[src/rtl/burst_seq_pkg.sv]
package burst_seq_pkg;
  typedef enum logic [1:0] {
    CMD_HOLD  = 2'd0,
    CMD_STEP  = 2'd1,
    CMD_LOAD  = 2'd2,
    CMD_DESEL = 2'd3
  } seq_cmd_e;
endpackage

[src/rtl/burst_start_qual.sv]
module burst_start_qual
  import burst_seq_pkg::*;
(
  input  logic     host_start_n,
  input  logic     ctrl_start_n,
  input  logic     step_n,
  input  logic     sel1_n,
  input  logic     sel2,
  input  logic     sel3_n,
  input  logic     active,
  output seq_cmd_e cmd
);
  logic host_live;
  logic ctrl_live;
  logic selected;

  // The host strobe only counts while the first select is active.
  assign host_live = !host_start_n && !sel1_n;
  assign ctrl_live = !ctrl_start_n;
  assign selected  = !sel1_n && sel2 && !sel3_n;

  always_comb begin
    if (host_live || ctrl_live) begin
      cmd = selected ? CMD_LOAD : CMD_DESEL;
    end else if (active && !step_n) begin
      cmd = CMD_STEP;
    end else begin
      cmd = CMD_HOLD;
    end
  end
endmodule

[src/rtl/burst_order_gen.sv]
module burst_order_gen #(
  parameter int BEAT_W = 2
) (
  input  logic [BEAT_W-1:0] start_bits,
  input  logic [BEAT_W-1:0] beat,
  input  logic              order_xor,
  output logic [BEAT_W-1:0] low_bits
);
  logic [BEAT_W-1:0] xor_bits;
  logic [BEAT_W-1:0] lin_bits;

  genvar gi;
  generate
    for (gi = 0; gi < BEAT_W; gi++) begin : g_xor
      assign xor_bits[gi] = start_bits[gi] ^ beat[gi];
    end
  endgenerate

  // The sum is truncated to BEAT_W bits, so the linear order wraps.
  assign lin_bits = start_bits + beat;
  assign low_bits = order_xor ? xor_bits : lin_bits;
endmodule

[src/rtl/burst_addr_reg.sv]
module burst_addr_reg
  import burst_seq_pkg::*;
#(
  parameter int ADDR_W = 15,
  parameter int BEAT_W = 2
) (
  input  logic                     clk,
  input  logic                     rst_n,
  input  seq_cmd_e                 cmd,
  input  logic [ADDR_W-1:0]        base_addr,
  output logic [ADDR_W-BEAT_W-1:0] upper_q,
  output logic [BEAT_W-1:0]        start_q,
  output logic [BEAT_W-1:0]        beat_q,
  output logic                     active_q
);
  localparam int UP_W = ADDR_W - BEAT_W;
  localparam logic [BEAT_W-1:0] BEAT_ONE = BEAT_W'(1);

  always_ff @(posedge clk) begin
    if (!rst_n) begin
      upper_q  <= '0;
      start_q  <= '0;
      beat_q   <= '0;
      active_q <= 1'b0;
    end else begin
      unique case (cmd)
        CMD_LOAD: begin
          upper_q  <= base_addr[ADDR_W-1:BEAT_W];
          start_q  <= base_addr[BEAT_W-1:0];
          beat_q   <= '0;
          active_q <= 1'b1;
        end
        CMD_STEP:  beat_q   <= beat_q + BEAT_ONE;
        CMD_DESEL: active_q <= 1'b0;
        default: ;
      endcase
    end
  end

  logic [UP_W-1:0] unused_w;
  assign unused_w = upper_q;
endmodule

[src/rtl/burst_addr_seq.sv]
module burst_addr_seq
  import burst_seq_pkg::*;
#(
  parameter int ADDR_W = 15,
  parameter int BEAT_W = 2
) (
  input  logic              clk,
  input  logic              rst_n,
  input  logic              host_start_n,
  input  logic              ctrl_start_n,
  input  logic              step_n,
  input  logic              sel1_n,
  input  logic              sel2,
  input  logic              sel3_n,
  input  logic              order_xor,
  input  logic [ADDR_W-1:0] base_addr,
  output logic [ADDR_W-1:0] word_addr,
  output logic              burst_on
);
  localparam int UP_W = ADDR_W - BEAT_W;

  seq_cmd_e          cmd;
  logic [UP_W-1:0]   upper_q;
  logic [BEAT_W-1:0] start_q;
  logic [BEAT_W-1:0] beat_q;
  logic [BEAT_W-1:0] low_bits;
  logic              active_q;

  burst_start_qual u_qual (
    .host_start_n (host_start_n),
    .ctrl_start_n (ctrl_start_n),
    .step_n       (step_n),
    .sel1_n       (sel1_n),
    .sel2         (sel2),
    .sel3_n       (sel3_n),
    .active       (active_q),
    .cmd          (cmd)
  );

  burst_addr_reg #(.ADDR_W(ADDR_W), .BEAT_W(BEAT_W)) u_reg (
    .clk       (clk),
    .rst_n     (rst_n),
    .cmd       (cmd),
    .base_addr (base_addr),
    .upper_q   (upper_q),
    .start_q   (start_q),
    .beat_q    (beat_q),
    .active_q  (active_q)
  );

  burst_order_gen #(.BEAT_W(BEAT_W)) u_order (
    .start_bits (start_q),
    .beat       (beat_q),
    .order_xor  (order_xor),
    .low_bits   (low_bits)
  );

  assign word_addr = {upper_q, low_bits};
  assign burst_on  = active_q;
endmodule

[config.mk]
export PLATFORM = sky130hd
export DESIGN_NAME = burst_addr_seq
export DESIGN_NICKNAME = d
export VERILOG_FILES = /design/src/rtl/burst_seq_pkg.sv /design/src/rtl/burst_start_qual.sv /design/src/rtl/burst_order_gen.sv /design/src/rtl/burst_addr_reg.sv /design/src/rtl/burst_addr_seq.sv
export SDC_FILE = /design/constraint.sdc
export NUM_CORES = 1
export LEC_CHECK = 0
export BUFFER_PORTS_ARGS = -buffer_cell sky130_fd_sc_hd__buf_2
export CORE_UTILIZATION = 47
export CTS_BUF_LIST = sky130_fd_sc_hd__clkbuf_16
export CTS_CLUSTER_DIAMETER = 50
export DETAILED_ROUTE_END_ITERATION = 10
export GPL_TIMING_DRIVEN = 0
export PLACE_DENSITY = 0.84
export RECOVER_POWER = 50
export SETUP_SLACK_MARGIN = 0.2
export SYNTH_ARGS = -nofsm -noshare
export SYNTH_HDL_FRONTEND = slang
export SYNTH_SLANG_ARGS = --single-unit
[constraint.sdc]
create_clock -name clk -period 4 [get_ports clk]
set_clock_uncertainty 0.05 [all_clocks]
set_input_delay 0.4 -clock clk [delete_from_list [all_inputs] [get_ports clk]]
set_output_delay 0.4 -clock clk [all_outputs]
set_load 0.03 [all_outputs]
==> run metrics, run 1 <==
IO Pins 40; clock sink total 18; Tcrit/Tclk final 0.6221; met2 Use GR 0.3206; initial antenna violation count 0; core area 0.001577 sq mm; DR vias between 600 and 700; sequential area share after synthesis 0.4324; Nets 146; remaining global-route overflow 0; Synth area leader dfxtp_1; Buffers on Ports 39; met1 usage 0.1751; Synth top area share 0.4324; maximum number of pins on one net before global-route repair 11; Final GP Congestion about 0.66; RSZ-0062 raised after global routing no; Syn Inst Count 75; vias in the first global route ~630; required time worst endpoint 4.08 ns; setup slack, reg-to-reg approximately 2.1 ns; Total GRT Usage 0.1713; Yosys reg bits 18; DRT Wirelength between 1.5 and 2 mm; CTS clk-pin slew, worst paths around 0.05 ns; Rows 14; static leakage between 0.4 and 0.5 nW; Final setup viols 0; hold buffers post-CTS 0; Netlist cell types 20; Synth area leaders dfxtp_1 43%, mux2i_1 18%, nor2b_1 14%, ha_1 4.5%, o21a_1 2.7%; Most Used Layer, Global Route met2; Placed Area about 0.0010 sq mm; sum of negative setup slack 0 ns; area grow syn2layout 30.33%; post-route ant nets 0; ys flop type dfxtp_1; Max-Slew Margin vs Limit 0.3817; CP Class input port to flop; HPWL Detailed roughly 1.1 mm; share of cells above drive strength 1 0.2564; syn_area_per_cell roughly 11 sq um; Worst-Skew Late Latency ~0.24 ns; total CTS buffers 3; Fmax between 0.4 and 0.5 GHz; Net Count, Synth between 100 and 150; Final Slew Violations 0; DR DRC count 3; vias per inst 4.970; clock root buffer clkbuf_16; CTS Buffer Depth 2; Design Area, Final approximately 0.0011 sq mm; Chip Width 44.11 um; DIE AREA a little under 0.002 sq mm; peak supply drop 0.0003663 V; synth warn 0; Hold/Removal Path Class input port to flop; Reg2Reg Launch Point u_reg.active_q; Startpoint Class input port; asr flop ratio synth 0; PwrDens between 400 and 500 mW/mm^2; Critical Path AT about 2.6 ns; most frequent cells after synthesis 18 x dfxtp_1, 18 x nor2b_1, 15 x mux2i_1; Max Cap Viol 0; post-cts resize count 0; CTS tree built; ANT cells 0; Final Hold Vio Count 0; postcts setup bufs 0; hold_sp base_addr[11]; failing checks DRC; Initial DRC Count 3; run status finished with violations; EDFF count, synth 0; H-Tree Depth 1; Chip Height 44.11 um; M3 GR Usage 0.06122; Critical Path End Type flop; fin crit period approximately 2.5 ns; Synth Cell Area ~830 sq um; global-route wire length before repair around 2.5 mm; Initial Utilization 0.5286; Critical path origin sel1_n; 1st-pass router iterations 7; mean routed wirelength per cell about 11 um; slew at the pin with the worst max-slew slack 0.9177 ns; critical path fanouts, max 10
worst max-delay path, stage by stage:
cell and delay, ns:
buf_2 0.10, o21ai_0 0.72, nand2_1 0.16, o21ai_0 0.13, ha_1 0.17, clkbuf_1 0.38, buf_12 0.21, mux2i_1 0.23
nor2b_1 0.06
area by class of cell:
| cell class | instances | area, sq um |
|---|---|---|
| Buffer | 3 | 28.78 |
| Fill cell | 130 | 490.5 |
| Multi-Input combinational cell | 53 | 421.7 |
| Sequential cell | 18 | 360.3 |
| Inverter | 1 | 3.754 |
| Clock buffer | 3 | 75.07 |
| Tap cell | 16 | 20.02 |
| Timing Repair Buffer | 39 | 176.4 |
registers in the layout, summed over array words and instances, names as in the netlist:
signal / flops
u_reg.start_q: 2
u_reg.beat_q: 2
u_reg.upper_q: 13
u_reg.active_q: 1
worst paths after layout:
kind                            end  cells after the start
hold reg to reg   u_reg.upper_q[11]                      2
setup / recovery  u_reg.upper_q[10]                      9
hold / removal     u_reg.upper_q[9]                      3
setup reg to reg  u_reg.upper_q[10]                      7
where the power goes:
group	switching (W)	internal [W]	total [W]
registers	0.00000545	0.000190	0.000196
clock network	0.0000618	0.000131	0.000193
logic	0.0000485	0.0000348	0.0000833
kinds of logic (layout without fill, tap and decap cells):
kind of cell | count (synthesis) | in the layout | synth area share
xor gates and xnor gates | 2 | 2 | 0.02102
DFF | 18 | 18 | 0.4324
and+or+nand+nor | 26 | 26 | 0.1937
adders and majority gates | 3 | 3 | 0.04505
buffers and inverters | 4 | 46 | 0.04804
AOI/OAI and AO/OA | 7 | 7 | 0.07958
muxes | 15 | 15 | 0.1802
cells in the final DEF, fill, tap and decap left out, drive strengths merged:
cell,Yosys,routed
buf,3,26
a211oi,1,1
dfxtp,18,18
o21ai,2,2
inv,1,1
xnor2,2,2
and2b,1,1
nor3b,1,1
nand2b,2,2
nor4,1,1
o21a,3,3
nor2b,18,18
clkbuf,0,19
nand3b,1,1
nand2,2,2
ha,3,3
mux2i,15,15
o211a,1,1
per-layer routing:
metal  up-vias  wire (um)
li1        339          -
met3         4        100
met2        26        781
met5         -          0
met4         0         23
met1       292        616
metrics by stage:
stage          hold WS (ns)  total power [W]  std cells  setup WS, ns    util
3_3_place_gp         0.4401        0.0002852        130         2.150  0.6651
2_1_floorplan        0.4394        0.0002601         75         2.352       -
5_1_grt              0.3759        0.0004954        133         1.189  0.6889
3_5_place_dp         0.4525        0.0002878        130         2.090  0.6651
4_1_cts              0.3722        0.0004808        133         2.273  0.7127
6_report             0.3681        0.0004719        133         1.512  0.6889
No activity file was read; power rests on OpenSTA's default activity.
==> inputs of run 2 (changes only) <==
CORE_UTILIZATION = 44   (was 47)
PLACE_DENSITY = 0.8   (was 0.84)
clock period = 2.6 ns   (was 4 ns; I/O delays follow)
==> run metrics, run 2 (synthesis gave the netlist of run 1 again) <==
area grow syn2layout 33.48%; share of cells above drive strength 1 0.2627 (+0.006302); hold buffers post-CTS 0 (unchanged); vias in the first global route 585 (-7.7%); Flop pwr share 0.409 (-0.005); DR vias 673 (+1.8%); clock sink total 18 (unchanged); worst path cell trace and2b_1 -> o21ai_0 -> ha_1 -> clkbuf_1 -> buf_12 -> mux2i_1 -> nor2b_1; RSZ-0062 raised after global routing no; Final Slew Violations 0 (unchanged); ANT cells 0 (unchanged); Net Sw Frac 0.2504 (+0.005232); Largest Register u_reg.upper_q; Critical Path AT 1.90 ns (-0.67 ns); worst path bufs/invs 2 (-1); Max-Slew Margin vs Limit 0.6951 (+0.3134); CTS tree built; final worst setup slack 0.7863 ns (-0.7254 ns); Final Hold Vio Count 0 (unchanged); IO Pins 40 (unchanged); post-route ant nets 0 (unchanged); Final setup viols 0 (unchanged); Total GRT Usage 0.1678 (-0.003563); Chip Height 45.52 um (+3.2%); remaining global-route overflow 0 (unchanged); global-route wire length before repair 2.470 mm (+0.28%); run status complete, no violations; slew at the pin with the worst max-slew slack 0.4573 ns (-0.4604 ns); Max Cap Viol 0 (unchanged); DRT Wirelength 1.515 mm (-0.39%); CP Class flop to flop; pre-CTS WS 0.8221 ns (-1.268 ns); post-cts resize count 0 (unchanged); Rows 15 (+1); internal cell power 0.0005509 W (+55%); mean routed wirelength per cell 10.59 um (-7.4%); max reg flops 13 (unchanged); static leakage 0.4625 nW (+0.80%); CTS clk-pin slew, worst paths 0.05 ns (about the same); Worst Hold Path Cells 3 (unchanged); Chip Width 45.52 um (+3.2%); Startpoint Class flop; Sw Pwr 0.0001840 W (+59%); H-Tree Depth 1 (unchanged); CP max stage delay 0.37 ns (-0.35 ns); maximum number of pins on one net before global-route repair 11 (unchanged); PwrDens 660.7 mW/mm^2 (+52%); Final GP Congestion 0.6177 (-6.6%); Logic pwr share 0.176 (about the same); HPWL Detailed 1.197 mm (+5.6%); CTS Buffer Depth 2 (unchanged); Tcrit/Tclk final 0.6976; peak supply drop 0.0004455 V (+22%); initial antenna violation count 0 (unchanged); Buffers on Ports 39 (unchanged); critical path fanouts, max 10 (unchanged); sum of negative setup slack 0 ns (unchanged); Critical Path End Type flop; fin crit period about 1.8 ns; Hold/Removal Path Class input port to flop; CP top delay family buffers and inverters; Initial DRC Count 2 (-1); vias per inst 4.706 (-5.3%); commonest non-fill, non-tap cell in the layout buf_2; Nets 146 (unchanged); Fmax between 0.5 and 0.6 GHz; Critical Path Stages 7 (-2); DR DRC count 0 (-3); core area 0.001745 sq mm (+11%); Worst R2R Path Depth 7 (unchanged); postcts setup bufs 0 (unchanged); DIE AREA 0.002072 sq mm (+6.5%); slowest CP cell clkbuf_1; fill count 174 (+34%); 1st-pass router iterations 2 (-5); required time worst endpoint 2.69 ns (-1.39 ns); Worst-Skew Late Latency 0.25 ns (about the same); clock root buffer clkbuf_16; most frequent cells in the layout 25 x buf_2, 18 x nor2b_1, 18 x dfxtp_1; Top Registers u_reg.upper_q x13, u_reg.beat_q x2, u_reg.start_q x2; Initial Utilization 0.4774 (-0.05115); total CTS buffers 3 (unchanged); Clk network pwr share 0.415 (+0.006)
## run 2: final cells by class
class,count,area (sq um),share of cell area
Sequential cell,18,360.3,0.3240
Multi-Input combinational cell,53,432.9,0.3892
Timing Repair Buffer,39,176.4,0.1586
Buffer,3,28.78,0.02587
Clock inverter,1,3.754,0.003375
Inverter,1,3.754,0.003375
Clock buffer,3,75.07,0.06749
Tap cell,25,31.28,0.02812
## run 2: worst reg2reg max path: stages, from the launching register on
cell	delay (ns)
dfxtp_1	0.32
and2b_1	0.17
o21ai_0	0.17
ha_1	0.16
clkbuf_1	0.37
buf_12	0.21
mux2i_1	0.21
nor2b_1	0.06
## run 2: power by group through the flow
stage          Sequential [W]  Clock (W)  Combinational (W)
2_1_floorplan        0.000333          0          0.0000672
3_3_place_gp         0.000305          0           0.000134
3_5_place_dp         0.000306          0           0.000138
4_1_cts              0.000300   0.000307           0.000138
5_1_grt              0.000303   0.000321           0.000142
6_report             0.000300   0.000305           0.000129
## run 2: worst paths after layout
path	slack, ns	start	end
hold reg to reg	0.47	u_reg.upper_q[0]	u_reg.upper_q[0]
hold / removal	0.22	base_addr[3]	u_reg.upper_q[1]
setup / recovery	0.79	u_reg.active_q	u_reg.upper_q[3]
setup reg to reg	0.79	u_reg.active_q	u_reg.upper_q[3]
## run 2: stage by stage
stage | cell area, sq um | instances | total power, W | utilization | hold slack (ns)
final | 1112 | 143 | 0.0007349 | 0.6373 | 0.2241
after global placement | 1060 | 139 | 0.0004389 | 0.6072 | 0.4394
after CTS | 1139 | 143 | 0.0007454 | 0.6523 | 0.2278
after detailed placement | 1060 | 139 | 0.0004432 | 0.6072 | 0.4534
after floorplan | 833.3 | 75 | 0.0004001 | - | 0.3382
after global routing | 1112 | 143 | 0.0007658 | 0.6373 | 0.2310
## run 2: routing by layer
metal | share of wire | track usage | vias to the layer above
li1 | - | - | 340
met3 | 0.073 | 0.04365 | 4
met2 | 0.49 | 0.2857 | 27
met1 | 0.42 | 0.1961 | 302
met4 | 0.013 | 0.07273 | 0
met5 | 0 | 0 | -
==> inputs of run 3 (changes only) <==
ABC_AREA = 1   (was default)
CORE_UTILIZATION = 43   (was 44)
PLACE_DENSITY = 0.79   (was 0.8)
clock period = 1.8 ns   (was 2.6 ns; I/O delays follow)
==> run metrics, run 3 <==
worst path cell trace inv_1 -> nor2_4 -> nand2_2 -> o21ai_0 -> inv_2 -> ha_2 -> buf_4 -> o21ai_0 -> nor2_1; maximum number of pins on one net before global-route repair 11 (unchanged); CTS tree built; Synth area leader dfxtp_1; ANT cells 0 (unchanged); Fmax 0.6388 GHz (+16%); most frequent cells after synthesis 32 x nor2_1, 18 x dfxtp_1, 13 x o21ai_0; post-cts resize count 2 (+2); 1st-pass router iterations 4 (+2); clock sink total 18 (unchanged); Total GRT Usage 0.2035 (+0.03578); Top Registers u_reg.upper_q x13, u_reg.beat_q x2, u_reg.start_q x2; Startpoint Class flop; CTS clk-pin slew, worst paths 0.05 ns (about the same); Worst path most repeated cell o21ai_0; pre-CTS WS 0.1733 ns (-0.6488 ns); Netlist cell types 18 (-10%); Yosys reg bits 18 (unchanged); Nets 173 (+18%); Worst-Skew Late Latency 0.24 ns (about the same); Max Cap Viol 0 (unchanged); run status complete, no violations; initial antenna violation count 0 (unchanged); DR vias 805 (+20%); DIE AREA 0.002002 sq mm (-3.4%); Critical Path Stages 9 (+2); Largest Register u_reg.upper_q; PwrDens 1023 mW/mm^2 (+55%); hold_sp base_addr[2]; Initial Utilization 0.4551 (-0.02235); hold buffers post-CTS 0 (unchanged); worst path bufs/invs 3 (+1); sequential area share after synthesis 0.4586 (+0.02617); CP Class flop to flop; Chip Height 44.75 um (-1.7%); clock root buffer clkbuf_16; static leakage 0.5170 nW (+12%); vias in the first global route 721 (+23%); CTS Buffer Depth 2 (unchanged); slowest CP cell dfxtp_2; Reg2Reg Launch Point u_reg.active_q; required time worst endpoint 1.89 ns (-0.80 ns); slew at the pin with the worst max-slew slack 0.3898 ns (-0.06752 ns); share of cells above drive strength 1 0.2897 (+0.02694); CP max stage delay 0.34 ns (-0.03 ns); Syn Inst Count 102 (+36%); Max-Slew Margin vs Limit 0.7374 (+0.04227); Synth Cell Area 785.8 sq um (-5.7%); mean routed wirelength per cell 10.39 um (-1.9%); Rows 15 (unchanged); Worst Hold Path Cells 3 (unchanged); max reg flops 13 (unchanged); Tcrit/Tclk final 0.8696 (+0.1720); most numerous cell in the Yosys netlist nor2_1; Buffers on Ports 39 (unchanged); global-route wire length before repair 2.898 mm (+17%); DR DRC count 0 (unchanged); Synth top area share 0.4586 (+0.02617); Final Hold Vio Count 0 (unchanged); Final setup viols 0 (unchanged); most frequent cells in the layout 31 x nor2_1, 24 x buf_2, 17 x dfxtp_1; setup slack, reg-to-reg 0.23 ns (-0.55 ns); CP top delay family flip-flops; DRT Wirelength 1.766 mm (+17%); core area 0.001727 sq mm (-1.1%); Final GP Congestion 0.7234 (+17%); Worst R2R Path Depth 9 (+2); H-Tree Depth 1 (unchanged); fin crit period 1.565 ns (-0.2484 ns); sum of negative setup slack 0 ns (unchanged); total CTS buffers 3 (unchanged); Critical Path End Type flop; critical path fanouts, max 10 (unchanged); vias per inst 4.735 (+0.62%); Hold/Removal Path Class input port to flop; post-route ant nets 0 (unchanged); final worst setup slack 0.2347 ns (-0.5516 ns); fill count 154 (-11%); syn_area_per_cell 7.703 sq um (-31%); EDFF count, synth 0 (unchanged); remaining global-route overflow 0 (unchanged); hold endpoint u_reg.upper_q[0]; area grow syn2layout 37.42%; Critical Path AT 1.65 ns (-0.25 ns); Net Count, Synth 129 (+26%); Synth area leaders dfxtp_1 46%, nor2_1 15%, o21ai_0 8.3%, ha_1 4.8%, inv_1 3.8%; commonest non-fill, non-tap cell in the layout nor2_1; peak supply drop 0.0006265 V (+41%); IO Pins 40 (unchanged); asr flop ratio synth 0 (unchanged); postcts setup bufs 0 (unchanged); reg2reg end u_reg.upper_q[10]; ys flop type dfxtp_1; Chip Width 44.75 um (-1.7%); Initial DRC Count 14 (+12); HPWL Detailed 1.318 mm (+10%); RSZ-0062 raised after global routing no; synth warn 0 (unchanged); Final Slew Violations 0 (unchanged)
-- run 3: cell families (layout without fill, tap and decap cells) --
kind of cell | count (synthesis) | count (layout) | synth area share
adders and majority gates | 3 | 3 | 0.04778
AOI/OAI and AO/OA | 20 | 20 | 0.1417
and+or+nand+nor | 47 | 47 | 0.2548
xor gates and xnor gates | 1 | 1 | 0.01115
buffers and inverters | 13 | 56 | 0.08599
DFF | 18 | 18 | 0.4586
-- run 3: metal layers --
metal  routed length (um)  vias to the layer above  global-route usage
met5                    0                        -                   0
met4                   20                        0             0.09091
met3                   74                        2             0.05200
met2                  911                       19              0.3500
met1                  759                      370              0.2386
li1                     -                      414                   -
-- run 3: how the worst max path moves through the flow --
stage / startpoint / slack [ns] / end
floorplan: u_reg.active_q / 0.22 / u_reg.upper_q[0]
global placement: u_reg.active_q / 0.22 / u_reg.upper_q[11]
detailed placement: u_reg.active_q / 0.17 / u_reg.upper_q[1]
CTS: u_reg.active_q / 0.25 / u_reg.upper_q[4]
global route: u_reg.active_q / 0.14 / u_reg.upper_q[10]
finish: u_reg.active_q / 0.23 / u_reg.upper_q[10]
-- run 3: through the flow --
stage / util / std cells / total power (W) / area, sq um / hold WS, ns
after floorplan: - / 102 / 0.0006059 / 787.0 / 0.2582
after global placement: 0.5870 / 166 / 0.0006747 / 1013 / 0.3508
after detailed placement: 0.5870 / 166 / 0.0006812 / 1013 / 0.3588
after CTS: 0.6355 / 170 / 0.001126 / 1097 / 0.1036
after global routing: 0.6254 / 170 / 0.001161 / 1080 / 0.1112
final: 0.6254 / 170 / 0.001105 / 1080 / 0.1067
-- run 3: area by class of cell --
cell class,instances,area [sq um],share of cell area
flip-flops and latches,18,361.6,0.3349
plain buffers,3,30.03,0.02781
clock buffers,3,75.07,0.06952
inverters,10,37.54,0.03476
repair buffers,39,176.4,0.1634
multi-input cells,71,364.1,0.3372
clock inverters,1,3.754,0.003476
well taps,25,31.28,0.02897
-- run 3: worst register-to-register path: stages (launching register included) --
cell and delay, ns:
dfxtp_2 0.34, inv_1 0.06, nor2_4 0.10, nand2_2 0.07, o21ai_0 0.14, inv_2 0.06
ha_2 0.22, buf_4 0.18, o21ai_0 0.17, nor2_1 0.06
-- run 3: report_power, final --
| part | leakage, nW | internal (W) | switching, W | total, W |
|---|---|---|---|---|
| Sequential | 0.149 | 0.000433 | 0.0000174 | 0.000450 |
| Clock | 0.0385 | 0.000295 | 0.000140 | 0.000434 |
| Combinational | 0.330 | 0.0000710 | 0.000149 | 0.000220 |
